## src/rtl/burst_col_pkg.sv

```systemverilog
package burst_col_pkg;

  localparam int CODE_W = 3;
  localparam int FIX_LOG_MAX = 3;

  typedef struct packed {
    logic       full;
    logic [1:0] lg;
    logic       ilv;
  } burst_cfg_t;

  function automatic burst_cfg_t decode_cfg(input logic [CODE_W-1:0] code, input logic ilv);
    burst_cfg_t c;
    c.full = code[2];
    c.lg   = code[1:0];
    c.ilv  = ilv;
    return c;
  endfunction

endpackage

```

## src/rtl/burst_beat_ctr.sv

```systemverilog
module burst_beat_ctr
  import burst_col_pkg::*;
#(
  parameter int COL_W = 9
) (
  input  logic             clk,
  input  logic             rst_n,
  input  logic             start,
  input  logic             stop,
  input  burst_cfg_t       cfg,
  output logic             active,
  output logic [COL_W-1:0] beat,
  output logic             last_beat
);

  function automatic logic [COL_W-1:0] final_idx(input logic [1:0] lg);
    return COL_W'((1 << lg) - 1);
  endfunction

  logic end_now;

  assign last_beat = active && !cfg.full && (beat == final_idx(cfg.lg));
  assign end_now   = active && (stop || last_beat);

  always_ff @(posedge clk or negedge rst_n) begin
    if (!rst_n) begin
      active <= 1'b0;
      beat   <= '0;
    end else if (start) begin
      active <= 1'b1;
      beat   <= '0;
    end else if (end_now) begin
      active <= 1'b0;
      beat   <= '0;
    end else if (active) begin
      beat   <= beat + 1'b1;
    end
  end

  a_r9_stop_ends: assert property (@(posedge clk) disable iff (!rst_n)
    (stop && !start) |=> !active);
  a_r6_last_ends: assert property (@(posedge clk) disable iff (!rst_n)
    (last_beat && !start) |=> !active);
  a_r10_restart_zero: assert property (@(posedge clk) disable iff (!rst_n)
    start |=> (active && beat == '0));

endmodule

```

## src/rtl/burst_col_map.sv

```systemverilog
module burst_col_map
  import burst_col_pkg::*;
#(
  parameter int COL_W = 9
) (
  input  logic [COL_W-1:0] base,
  input  logic [COL_W-1:0] beat,
  input  burst_cfg_t       cfg,
  output logic [COL_W-1:0] col
);

  logic [COL_W-1:0] sum;
  logic [COL_W-1:0] mix;

  assign sum = base + beat;
  assign mix = base ^ beat;

  for (genvar i = 0; i < COL_W; i++) begin : g_bit
    if (i < FIX_LOG_MAX) begin : g_win
      logic in_win;
      assign in_win = cfg.lg > 2'(i);
      assign col[i] = cfg.full ? sum[i] :
                      in_win   ? (cfg.ilv ? mix[i] : sum[i]) : base[i];
    end else begin : g_up
      assign col[i] = cfg.full ? sum[i] : base[i];
    end
  end

endmodule

```

## src/rtl/burst_col_gen.sv

```systemverilog
module burst_col_gen
  import burst_col_pkg::*;
#(
  parameter int COL_W = 9
) (
  input  logic             clk,
  input  logic             rst_n,
  input  logic             start_i,
  input  logic [COL_W-1:0] start_col_i,
  input  logic [2:0]       len_code_i,
  input  logic             ilv_i,
  input  logic             stop_i,
  output logic [COL_W-1:0] col_o,
  output logic             valid_o,
  output logic             last_o
);

  function automatic logic [COL_W-1:0] win_mask(input logic [1:0] lg);
    return COL_W'((1 << lg) - 1);
  endfunction

  burst_cfg_t       cfg_q;
  logic [COL_W-1:0] base_q;
  logic             active;
  logic [COL_W-1:0] beat;
  logic             last_beat;

  always_ff @(posedge clk or negedge rst_n) begin
    if (!rst_n) begin
      cfg_q  <= '0;
      base_q <= '0;
    end else if (start_i) begin
      cfg_q  <= decode_cfg(len_code_i, ilv_i);
      base_q <= start_col_i;
    end
  end

  burst_beat_ctr #(.COL_W(COL_W)) u_ctr (
    .clk(clk), .rst_n(rst_n), .start(start_i), .stop(stop_i),
    .cfg(cfg_q), .active(active), .beat(beat), .last_beat(last_beat)
  );

  burst_col_map #(.COL_W(COL_W)) u_map (
    .base(base_q), .beat(beat), .cfg(cfg_q), .col(col_o)
  );

  assign valid_o = active;
  assign last_o  = last_beat;

  a_r1_reset_idle: assert property (@(posedge clk) !rst_n |=> (!valid_o && !last_o));
  a_r2_first_col: assert property (@(posedge clk) disable iff (!rst_n)
    start_i |=> (valid_o && col_o == $past(start_col_i)));
  a_r4_upper_hold: assert property (@(posedge clk) disable iff (!rst_n)
    (valid_o && !cfg_q.full && !start_i && !stop_i && !last_o) |=>
      (valid_o && ((col_o ^ $past(col_o)) & ~win_mask(cfg_q.lg)) == '0));
  a_r7_fp_step: assert property (@(posedge clk) disable iff (!rst_n)
    (valid_o && cfg_q.full && !cfg_q.ilv && !start_i && !stop_i) |=>
      (valid_o && col_o == $past(col_o) + 1'b1));
  a_r8_fp_ilv_seq: assert property (@(posedge clk) disable iff (!rst_n)
    (valid_o && cfg_q.full && cfg_q.ilv && !start_i && !stop_i) |=>
      (valid_o && col_o == $past(col_o) + 1'b1));
  a_r7_fp_no_last: assert property (@(posedge clk) disable iff (!rst_n)
    (valid_o && cfg_q.full) |-> !last_o);
  a_r11_single: assert property (@(posedge clk) disable iff (!rst_n)
    (start_i && len_code_i == 3'd0) |=> (valid_o && last_o));

endmodule

```

## config.mk

```make
export PLATFORM = sky130hd
export DESIGN_NAME = burst_col_gen
export DESIGN_NICKNAME = d
export VERILOG_FILES = /design/src/rtl/burst_col_pkg.sv /design/src/rtl/burst_beat_ctr.sv /design/src/rtl/burst_col_map.sv /design/src/rtl/burst_col_gen.sv
export SDC_FILE = /design/constraint.sdc
export NUM_CORES = 1
export LEC_CHECK = 0
export BUFFER_PORTS_ARGS = -buffer_cell sky130_fd_sc_hd__clkbuf_2
export CAP_MARGIN = 20
export CORE_ASPECT_RATIO = 1.4
export CORE_MARGIN = 2
export CORE_UTILIZATION = 45
export DETAILED_ROUTE_END_ITERATION = 6
export GPL_TIMING_DRIVEN = 1
export PLACE_DENSITY = 0.66
export SYNTH_ARGS = -nofsm -noshare
export SYNTH_HDL_FRONTEND = slang
export SYNTH_SLANG_ARGS = --single-unit
```

## constraint.sdc

```tcl
create_clock -name clk -period 3.5 [get_ports clk]
set_input_delay 1.05 -clock clk [delete_from_list [all_inputs] [get_ports clk]]
set_output_delay 1.05 -clock clk [all_outputs]
set_load 0.05 [all_outputs]
```

Word-level counts from Yosys, hierarchy flattened
Cells that the tools add are included.
{ "totals": {"reg_bits": 23, "inputBits": 17, "out_inout_bits": 11, "word_cells": 42} }
{ "op_classes": {"addsub": 3, "n_lt_le_gt_ge": 3, "n_eq_ne": 1, "shifts": 1, "n_mux": 20, "bitwise": 1, "reduce_logical": 7} }
{ "ops": {"columns": ["op", "count"], "rows": [
  ["9-bit two-way mux", 3],
  ["1-bit two-way mux", 17],
  ["9-bit by 1-bit adder with 9-bit output, second input constant", 1],
  ["9-bit adder", 1],
  ["9-bit == test", 1],
  ["1-bit by 2-bit << shifter with 9-bit output, first input constant", 1],
  ["9-bit by 2-bit subtractor with 9-bit output, second input constant", 1],
  ["2-bit by 1-bit greater-than comparator with 1-bit output, second input constant", 2],
  ["1-bit logical AND", 3],
  ["3-bit nonzero test", 1],
  ["3-bit XOR", 1],
  ["2-bit greater-than comparator, second input constant", 1],
  ["2-bit nonzero test", 1],
  ["1-bit zero test", 1],
  ["1-bit logical OR", 1]
]} }

Longest topological paths before layout
Gate-level depths: netlist of the first run.
{ "depth": {"word_depth": 8, "ltp_mapped": 8, "depth_no_buf": 8} }

By module
Synthesis of the first run repeated with hierarchy kept, for this count alone.
{ "hier_totals": {"hier_cells": 151, "area_unflattened_um2": 1594.0} }
{ "by_module_without_submodules": {"columns": ["module", "instances", "cells_each", "area_each_um2", "seq_area_each_um2"], "rows": [
  ["burst_beat_ctr", 1, 64, 601.8, 250.2],
  ["burst_col_gen", 1, 27, 520.5, 325.3],
  ["burst_col_map", 1, 60, 471.7, 0.0]
]} }

Worst setup path after synthesis of the first run
No wires, ideal clock.
{ "synth_path": {"path_type": "register -> output", "start": "register u_ctr.beat[0]", "end": "output port col_o[8]", "t_arrival_ps": 2911, "setup_slack_ps": -461, "stages_incl_launch_ff": 9, "path_buffers": 0, "cell_sequence": "dfrtp_1 ha_1 inv_1 fa_1 nor2b_1 o31a_1 o41ai_2 xor2_1 o32ai_1"} }
{ "synth_via": {"elab_chain_len": 2} }
{ "synth_rtl": {"columns": ["element", "line_no", "text"], "rows": [
  ["start, declared", "burst_beat_ctr.sv:12", "output logic [COL_W-1:0] beat,"],
  ["start signal, assigned", "burst_beat_ctr.sv:36", "beat <= beat + 1'b1;"],
  ["9-bit adder", "burst_col_map.sv:15", "assign sum = base + beat;"],
  ["1-bit two-way mux", "burst_col_map.sv:25", "assign col[i] = cfg.full ? sum[i] : base[i];"],
  ["end, declared", "burst_col_gen.sv:13", "output logic [COL_W-1:0] col_o,"]
]} }
Every way passes these cells.

Worst setup path in the final report of the first run
{ "layout_path": {"start": "register base_q[0]", "end": "output port col_o[8]"} }
{ "layout_via": {"elab_chain_len": 2} }
{ "layout_rtl": {"columns": ["element", "line_no", "text"], "rows": [
  ["start, declared", "burst_col_gen.sv:23", "logic [COL_W-1:0] base_q;"],
  ["start signal, assigned", "burst_col_gen.sv:34", "base_q <= start_col_i;"],
  ["9-bit adder", "burst_col_map.sv:15", null],
  ["1-bit two-way mux", "burst_col_map.sv:25", null]
]} }
Every way passes these cells.

==> flow_results.org, run 1 <==
** Setup path
- Together, buffers and inverters on the worst path number 2.
- Tracing the worst setup path back leads to its startpoint at base_q[0].
- The worst register-to-register path begins at u_ctr.beat[0].
- Traced cell by cell, the critical path runs through ha_4 -> inv_2 -> fa_2 -> nor2b_2 -> o31a_1 -> o41ai_2 -> xor2_1 -> o32ai_2 -> clkbuf_8.
- Arrival time of the worst setup path :: 2440 ps
- Crit path launch type :: register
- Peak per-stage delay on the critical path :: roughly 420 ps
- Crit path capture type :: primary output
- Of all nets on the critical path, the largest fanout is 3.
- Data required time at the worst endpoint :: approximately 2500 ps
- Cell family contributing the most delay on the critical path :: compound AO/OA/AOI/OAI gates
- The critical path in this run is classified as register to primary output.
- Worst-path cell with the longest stage delay :: dfrtp_1

** Synthesis
- The number of nets in the synthesized netlist is 196.
- The most used flip-flop cell after synthesis is dfrtp_1.
- The Yosys step of the flow raised 0 warnings.
- Synth Area in Compound Gates :: a little over a fifth
- dfrtp_1 takes more of the synthesized area than any other cell.
- Post-synthesis mux area share :: 8.405%
- Summing the sequential cell areas from Yosys gives between 30% and 40% of the chip area.
- Counting flops and latches in the post-synthesis netlist gives 23.
- Synth Cell Area :: roughly 0.0016 sq mm
- Average cell area after synthesis :: 9.514 sq um
- Counting flops with a built-in enable in the synthesized netlist gives 0.
- The synthesized netlist devotes 18.83% of its cell area to simple gates.
- Ranked by total cell area, the synthesized netlist is headed by dfrtp_1 36%, mux2_2 8.4%, ha_1 7.0%.
- The synthesized netlist devotes 3.813% of its cell area to XOR and XNOR gates.
- Most frequent cell after synthesis :: dfrtp_1
- Count of distinct cell types in the synthesized netlist :: 49
- Cells after synthesis :: 169
- In the synthesized netlist the async set-or-reset flop fraction comes to 100.0%.
- Proportion of netlist area held by the largest area contributor :: 35.80%
- Counting instances in the post-synthesis netlist gives the leading cell types as 23 x dfrtp_1, 16 x nand2_1, 12 x mux2_2.
- Of the total synthesized cell area, the portion taken by full adders, half adders and majority gates is 8.249%.
- After synthesis, the largest family of logic cells by area is compound AO/OA/AOI/OAI gates.

** Route
- Via count of the routed design :: 1407
- DR iter-0 viols :: 32
- After detailed routing, the number of vias per cell comes to ~6.
- For this run, design rule violations remaining after detail routing come to 0.
- The routed design has 3.762 mm of wire.
- Dividing the detail-routed wire length by the instance count gives around 16 um.
- Before antenna repair, the detailed router went through 4 iterations.
- Once detail routing completed, the nets flagged for antenna violations numbered 0.

** Clock tree
- Later-pin clock latency in the skew report :: 270 ps
- Clock-pin slew was measured on the worst setup and hold paths at 90 ps.
- CTS built an H-tree with a depth of 1.
- Largest buffer count on any clock path :: 2
- TritonCTS clock tree :: done
- The clock net in this run drives a total of 23 sinks.
- Root buffer cell :: clkbuf_8
- Hold-fix buffer count after cts :: 0
- Cts bufs inserted :: 3

** GRT
- First-pass GRT wire length :: a little over 6 mm
- Aggregate global-route resource usage :: 20.50%
- The number of global-route vias before repair was 1346.
- The initial antenna violation count was 0.
- For this run the aggregate overflow at the end of global routing stands at 0.
- Pin count of the biggest net entering global routing :: 24

** Outcome
- Status :: finished, final reports clean

** Floorplan
- The die is around 55 um wide.
- The die covers 0.004074 sq mm.
- The floorplan step set the die height to 74.73 um.
- Area of the core :: 0.003410 sq mm
- Starting Density :: roughly 47%
- Placement row count :: 25
- Count of boundary I/O pins :: 28

** Place
- The congestion estimate from routability-driven global placement came to 0.8586.
- During placement, the flow inserted port buffers numbering 27.
- Counting tap cells, the placed design contains a total of 233 instances.
- Before CTS, the worst setup slack after placement is 220.6 ps.
- The wire-length estimate of the detail-placed layout is 2.765 mm.

** Timing
- Across all hold checks on the routed design, the worst slack comes to around 550 ps.
- Static timing analysis puts the maximum clock frequency at 0.2865 GHz.
- Final setup violation count :: 0
- The max-slew violation total from the final report was 0.
- Tightest Pin Transition :: 619.9 ps
- Final setup margin :: 9.180 ps
- Final setup skew :: 2.367 ps
- The final hold violation count came to 0.
- Relative slew slack :: between 50% and 60%
- Counting I/O delays and the setup requirement, the final critical path takes 3491 ps.
- Period utilisation layout :: 99.74%
- Setup repair after global routing could not meet its margin everywhere.

** Power
- Lkg Pwr :: 0.0008704 uW
- Maximum vdd drop :: around 0.00023 V
- Pwr Density :: 365.5 mW/mm^2

** Run
- The tool flagged a number of max-cap violations equal to 0.

** Layout
- The layout has 318 filler cells.
- The number of antenna diodes in the final layout is 0.
- Share of the core filled with cells in the final layout :: 55.12%
- For this run, the number of standard cells in the final layout without fillers is 239.
- Synth-to-Final Area Change :: 16.89%
- NumNets Final :: 227
- In the final layout, the share of cells above drive strength 1 is 29.65%.

** Min path
- Path class of the lowest-slack min-delay path :: register to register
- Worst hold path startpoint :: base_q[7]
-- worst paths after layout --
| path | endpoint | slack, ps | cells after the start |
|---|---|---|---|
| setup / recovery | col_o[8] | 9 | 9 |
| hold / removal | base_q[7] | 550 | 1 |
| setup reg to reg | u_ctr.beat[8] | 1610 | 7 |
| hold reg to reg | base_q[7] | 550 | 1 |
| max in group asynchronous | u_ctr.beat[1] | 2280 | 1 |
| min in group asynchronous | cfg_q[2] | 780 | 1 |
-- logic make-up after synthesis --
family          count (synthesis)
simple gates                   59
compound gates                 46
flops                          23
buf+inv                        12
mux                            12
fa+ha+maj                      10
xor+xnor                        7
-- cell type report --
type                    instances  area, sq um  area share (%)
flip-flops and latches         23        576.8           30.69
multi-input cells             134         1005           53.46
well taps                      40        50.05           2.663
clock buffers                   4        45.04           2.397
inverters                       7        26.28           1.398
repair buffers                 31        176.4           9.387
-- timing repair --
action / in CTS / in global routing
resized for setup: 3 / 9
setup buffers: 0 / 2
pin swaps: 1 / 3
endpoints found under the setup margin: 1 / 3
-- cells in the final DEF, fill, tap and decap left out, drive strengths merged, types with 2 or more instances in the layout --
cell type	instances
a211o	2
a211oi	2
a21o	2
a21oi	4
a221o	2
a22o	5
and3	2
buf	5
clkbuf	30
dfrtp	23
ha	9
inv	7
mux2	12
nand2	16
nand3	11
nor2	11
nor2b	4
nor3	3
nor4	2
o2111ai	2
o21a	2
o21ai	11
o21bai	2
o22ai	2
o32ai	2
or2	2
or3	2
xnor2	2
xor2	5
-- state kept, by name, summed over array words and instances, names as in the netlist --
name and count:
base_q 9, cfg_q 4, u_ctr.active 1, u_ctr.beat 9
-- through the flow --
stage	area [sq um]	power, uW	TNS (ps)
finish	1879	686.9	0
global route	1879	719.5	-60.57
CTS	1842	684.3	0
detailed placement	1787	512.1	0
global placement	1787	506.7	0
floorplan	1615	460.0	0
-- metal layers --
metal	up-vias	track usage, %	routed length, um
li1	694	-	-
met5	-	0	0
met2	32	35.21	1953
met3	6	2.579	110
met4	0	8.333	67
met1	675	25.44	1631
-- worst reg2reg max path, stage by stage (launching register included) --
cell and delay, ps:
dfrtp_1 390, buf_4 180, ha_1 190, and3_1 210, nand3_1 120, or2_0 260, and3_1 180, a211o_1 250
-- power by group --
part | internal, uW | total, uW | switching (uW)
Clock | 81.4 | 172 | 90.4
Sequential | 282 | 305 | 22.5
Combinational | 75.2 | 211 | 135
Note: power is estimated with default switching activity, not from simulation.
==> inputs of run 2 (changes only) <==
--- a/config.mk
+++ b/config.mk
@@ -15,4 +15,5 @@
 export PLACE_DENSITY = 0.66
 export SYNTH_ARGS = -nofsm -noshare
 export SYNTH_HDL_FRONTEND = slang
+export SYNTH_HIERARCHICAL = 1
 export SYNTH_SLANG_ARGS = --single-unit
==> constraint.sdc (replaced) <==
create_clock -name clk -period 3.5 [get_ports clk]
set_input_delay 0.525 -clock clk [delete_from_list [all_inputs] [get_ports clk]]
set_output_delay 0.525 -clock clk [all_outputs]
set_load 0.05 [all_outputs]
==> run 2 against run 1 <==
  * Synthesized cell count fell by 11%
  * Clock-buffer cell count did not move
  * Register-to-register slack got worse by 280 ps
  * Critical path depth fell by 1
  * Sequential share of layout area rose by 1.2 points
  * Worst setup slack improved by 300 ps
  * Global-route usage fell by 1.6 points
  * Sequential power rose by 3%
  * Combinational power rose by 16%
  * Area after synthesis fell by 0.86%
  * Final cell count fell by 8.4%
  * Highest routed layer unchanged
==> flow_results.org, run 2 <==
** Outcome
- The run finished with clean final reports.

** Clock tree
- Root buffer cell :: clkbuf_8
- Later-pin clock latency in the skew report :: 260 ps
- Resized Gates After CTS :: 0
- Clk sinks :: 23
- Number of post-CTS setup repair buffers :: 0
- Clock transition at path regs :: roughly 90 ps
- TritonCTS built the clock tree.
- Largest buffer count on any clock path :: 2
- Hold-fix buffer count after cts :: 0
- CTS built an H-tree with a depth of 1.
- Cts bufs inserted :: 3

** Place
- The count of buffers added on input and output ports is 27.
- Routability cong. :: just under 0.9
- Before CTS, the worst setup slack after placement is 607.9 ps.
- Detailed placement finished with a half-perimeter wire length of 2.468 mm.

** Route
- In this run, the number of DRC markers left after iteration 0 of detailed routing was 44.
- After detailed routing, the average wire length per cell comes to about 15 um.
- Final antenna-violating net count :: 0
- Post-route DRC :: 0
- For this block, the via count after detailed routing is 1268.
- Total wirelength of the detailed-routed design :: 3.384 mm
- For this run, the detailed router's first-pass iteration total came to 4.
- Post-detailed-route via-to-cell ratio :: a little under 6

** Setup path
- Endpoint of the worst-slack reg-to-reg timing path :: u_ctr/beat[1]
- In this run the critical register-to-register path is launched from cfg_q[2].
- Crit path capture type :: primary output
- Cell count of the worst reg-to-reg path :: 6
- Worst setup startpoint :: u_ctr/beat[0]
- Slack of the worst reg-to-reg path :: approximately 1300 ps
- Worst setup path endpoint :: col_o[8]
- Crit path launch type :: register
- Arrival time of the worst setup path :: ~2700 ps
- Data required time at the worst endpoint :: 2970 ps
- Class of the most critical setup path :: register to primary output
- Critical path peak fanout :: 7

** Power
- The analysis attributes to cell leakage a power of around 0.00085 uW.
- Maximum vdd drop :: 0.0002627 V
- Cell internal power was estimated by the tool at 459.5 uW.
- Pwr Density :: 402.4 mW/mm^2
- Sw Share :: 36.70%
- Per report_power, the combinational group accounts for 33.7% of the total.
- Of the total power, the clock network draws 22.9%.
- Registers are responsible for 43.4% of the overall power.
- Summed over all nets, the switching power comes to 266.4 uW.

** Synthesis
- Synthesized flop and latch total :: 23
- Sequential area share after synthesis :: 36.11%
- Count of distinct cell types in the synthesized netlist :: 39
- Cells after synthesis :: 151
- For this run, the leading register cell type out of synthesis is dfrtp_1.
- Average cell area after synthesis :: 10.56 sq um
- Number of synthesized flops with an enable pin :: 0
- The share of synthesized area in the top cell type comes to a little over a third.
- Of all cell types, the one taking the most synthesized area is dfrtp_1.
- By count the netlist is led by 23 x dfrtp_1, 10 x ha_1, 10 x mux2_4.
- Ys async rst share :: 100.0%
- The most common cell in the synthesized netlist is dfrtp_1.
- Dominant cells by area after synthesis :: dfrtp_1 36%, mux2_4 9.4%, ha_1 7.8%
- Counting every net in the synthesized netlist gives 179.
- Synth Cell Area :: 0.001594 sq mm
- The Yosys step of the flow raised 6 warnings.

** Timing
- RSZ-0062 raised after global routing :: no
- Period utilisation layout :: about nine tenths
- Setup slack closes at 309.5 ps.
- Max-slew violations :: 0
- Count of final hold-check violations :: 0
- Final setup violation count :: 0
- Relative slew slack :: just over 60%
- Time the worst path needs with I/O delays and setup :: 3191 ps
- Worst Hold Margin :: 242.8 ps
- Total negative setup slack :: 0 ps
- Tightest Pin Transition :: roughly 600 ps
- Final setup skew :: 7.916 ps
- For this run, the top clock speed supported by timing is roughly 0.31 GHz.

** Min path
- Path class of the lowest-slack min-delay path :: primary input to async pin

** GRT
- Aggregate global-route resource usage :: 18.90%
- The initial antenna violation count came to 0.
- The number of global-route vias before repair was 1227.
- Entering global routing, the biggest net connects 24 pins.
- First-pass GRT wire length :: approximately 5.7 mm
- For this run the aggregate overflow at the end of global routing stands at 0.

** Layout
- Layout fillers :: 337
- NumNets Final :: 208
- Across the whole layout, storage elements account for 575.6 sq um.
- The post-route netlist has 31.28% of its cells at a drive strength greater than 1.
- The multi-input combinational cells in the finished layout cover a total of 987.2 sq um.
- Number of inserted diodes :: 0
- The largest registers in the layout are base_q (9), u_ctr/beat (9), cfg_q (4).
- Share of the core filled with cells in the final layout :: between 50% and 60%
- The top cell types in the final layout, fill and taps aside, are 27 x clkbuf_2, 23 x dfrtp_1, 10 x mux2_4, 10 x ha_1.
- Relative to the synthesized area, the layout overhead comes to 13.19%.
- Most frequent standard cell in the layout excluding fill and tap cells :: clkbuf_2

** Floorplan
- Placement row count :: 25
- Measured along the y axis, the die boundary spans 74.42 um.
- Die X :: 54.30 um
- The floorplan step defined a die boundary enclosing 0.004041 sq mm.
- Area of the core :: 0.003378 sq mm
- Starting Density :: between 40% and 50%
- Count of boundary I/O pins :: 28

** Run
- Total of max-cap violations :: 0
-- run 2: power groups by stage --
stage / clock network (uW) / registers, uW / logic [uW]
2_1_floorplan: 0 / 311 / 195
3_3_place_gp: 0 / 318 / 241
3_5_place_dp: 0 / 321 / 245
4_1_cts: 173 / 316 / 246
5_1_grt: 185 / 320 / 266
6_report: 166 / 315 / 245
-- run 2: logic make-up (layout without fill, tap and decap cells) --
family / Yosys count / after routing / synth area share, %
compound gates: 34 / 34 / 15.15
xor+xnor: 13 / 13 / 7.143
fa+ha+maj: 11 / 11 / 9.105
buf+inv: 6 / 34 / 1.962
flops: 23 / 23 / 36.11
mux: 18 / 18 / 15.07
simple gates: 46 / 46 / 15.46
-- run 2: worst min-delay path by stage --
stage	from	to	slack, ps	cells past startpoint
3_3_place_gp	base_q[8]	base_q[8]	520	1
2_1_floorplan	rst_n	base_q[0]	230	0
6_report	rst_n	u_ctr/active	240	1
5_1_grt	rst_n	u_ctr/active	280	1
4_1_cts	rst_n	u_ctr/active	270	1
3_5_place_dp	base_q[8]	base_q[8]	530	1
-- run 2: worst max-delay path, cell delays in order (launching register included) --
cell      delay [ps]
dfrtp_1          470
ha_1             290
fa_1             450
a211oi_1         280
o211ai_1         160
a21oi_1          150
and3b_1          190
xor2_1           120
clkbuf_2         290
-- run 2: metrics by stage --
stage,power [uW],area [sq um],std cells
after floorplan,505.9,1594,151
after global placement,559.0,1759,215
after detailed placement,566.0,1759,215
after CTS,735.0,1804,219
after global routing,771.3,1804,219
final,726.0,1804,219
-- run 2: per-layer routing --
layer / track usage [%] / wire (um) / part of all wire [%]
met4: 7.222 / 73 / 2.2
met2: 32.40 / 1764 / 52
met5: 0 / 0 / 0
met3: 2.209 / 115 / 3.4
met1: 23.70 / 1431 / 42
-- run 2: cell type report --
cell class                      instances  area share (%)
Clock buffer                            4           2.497
Tap cell                               40           2.774
Multi-Input combinational cell        122           54.72
Inverter                                3          0.6241
Timing Repair Buffer                   27           7.490
Sequential cell                        23           31.90
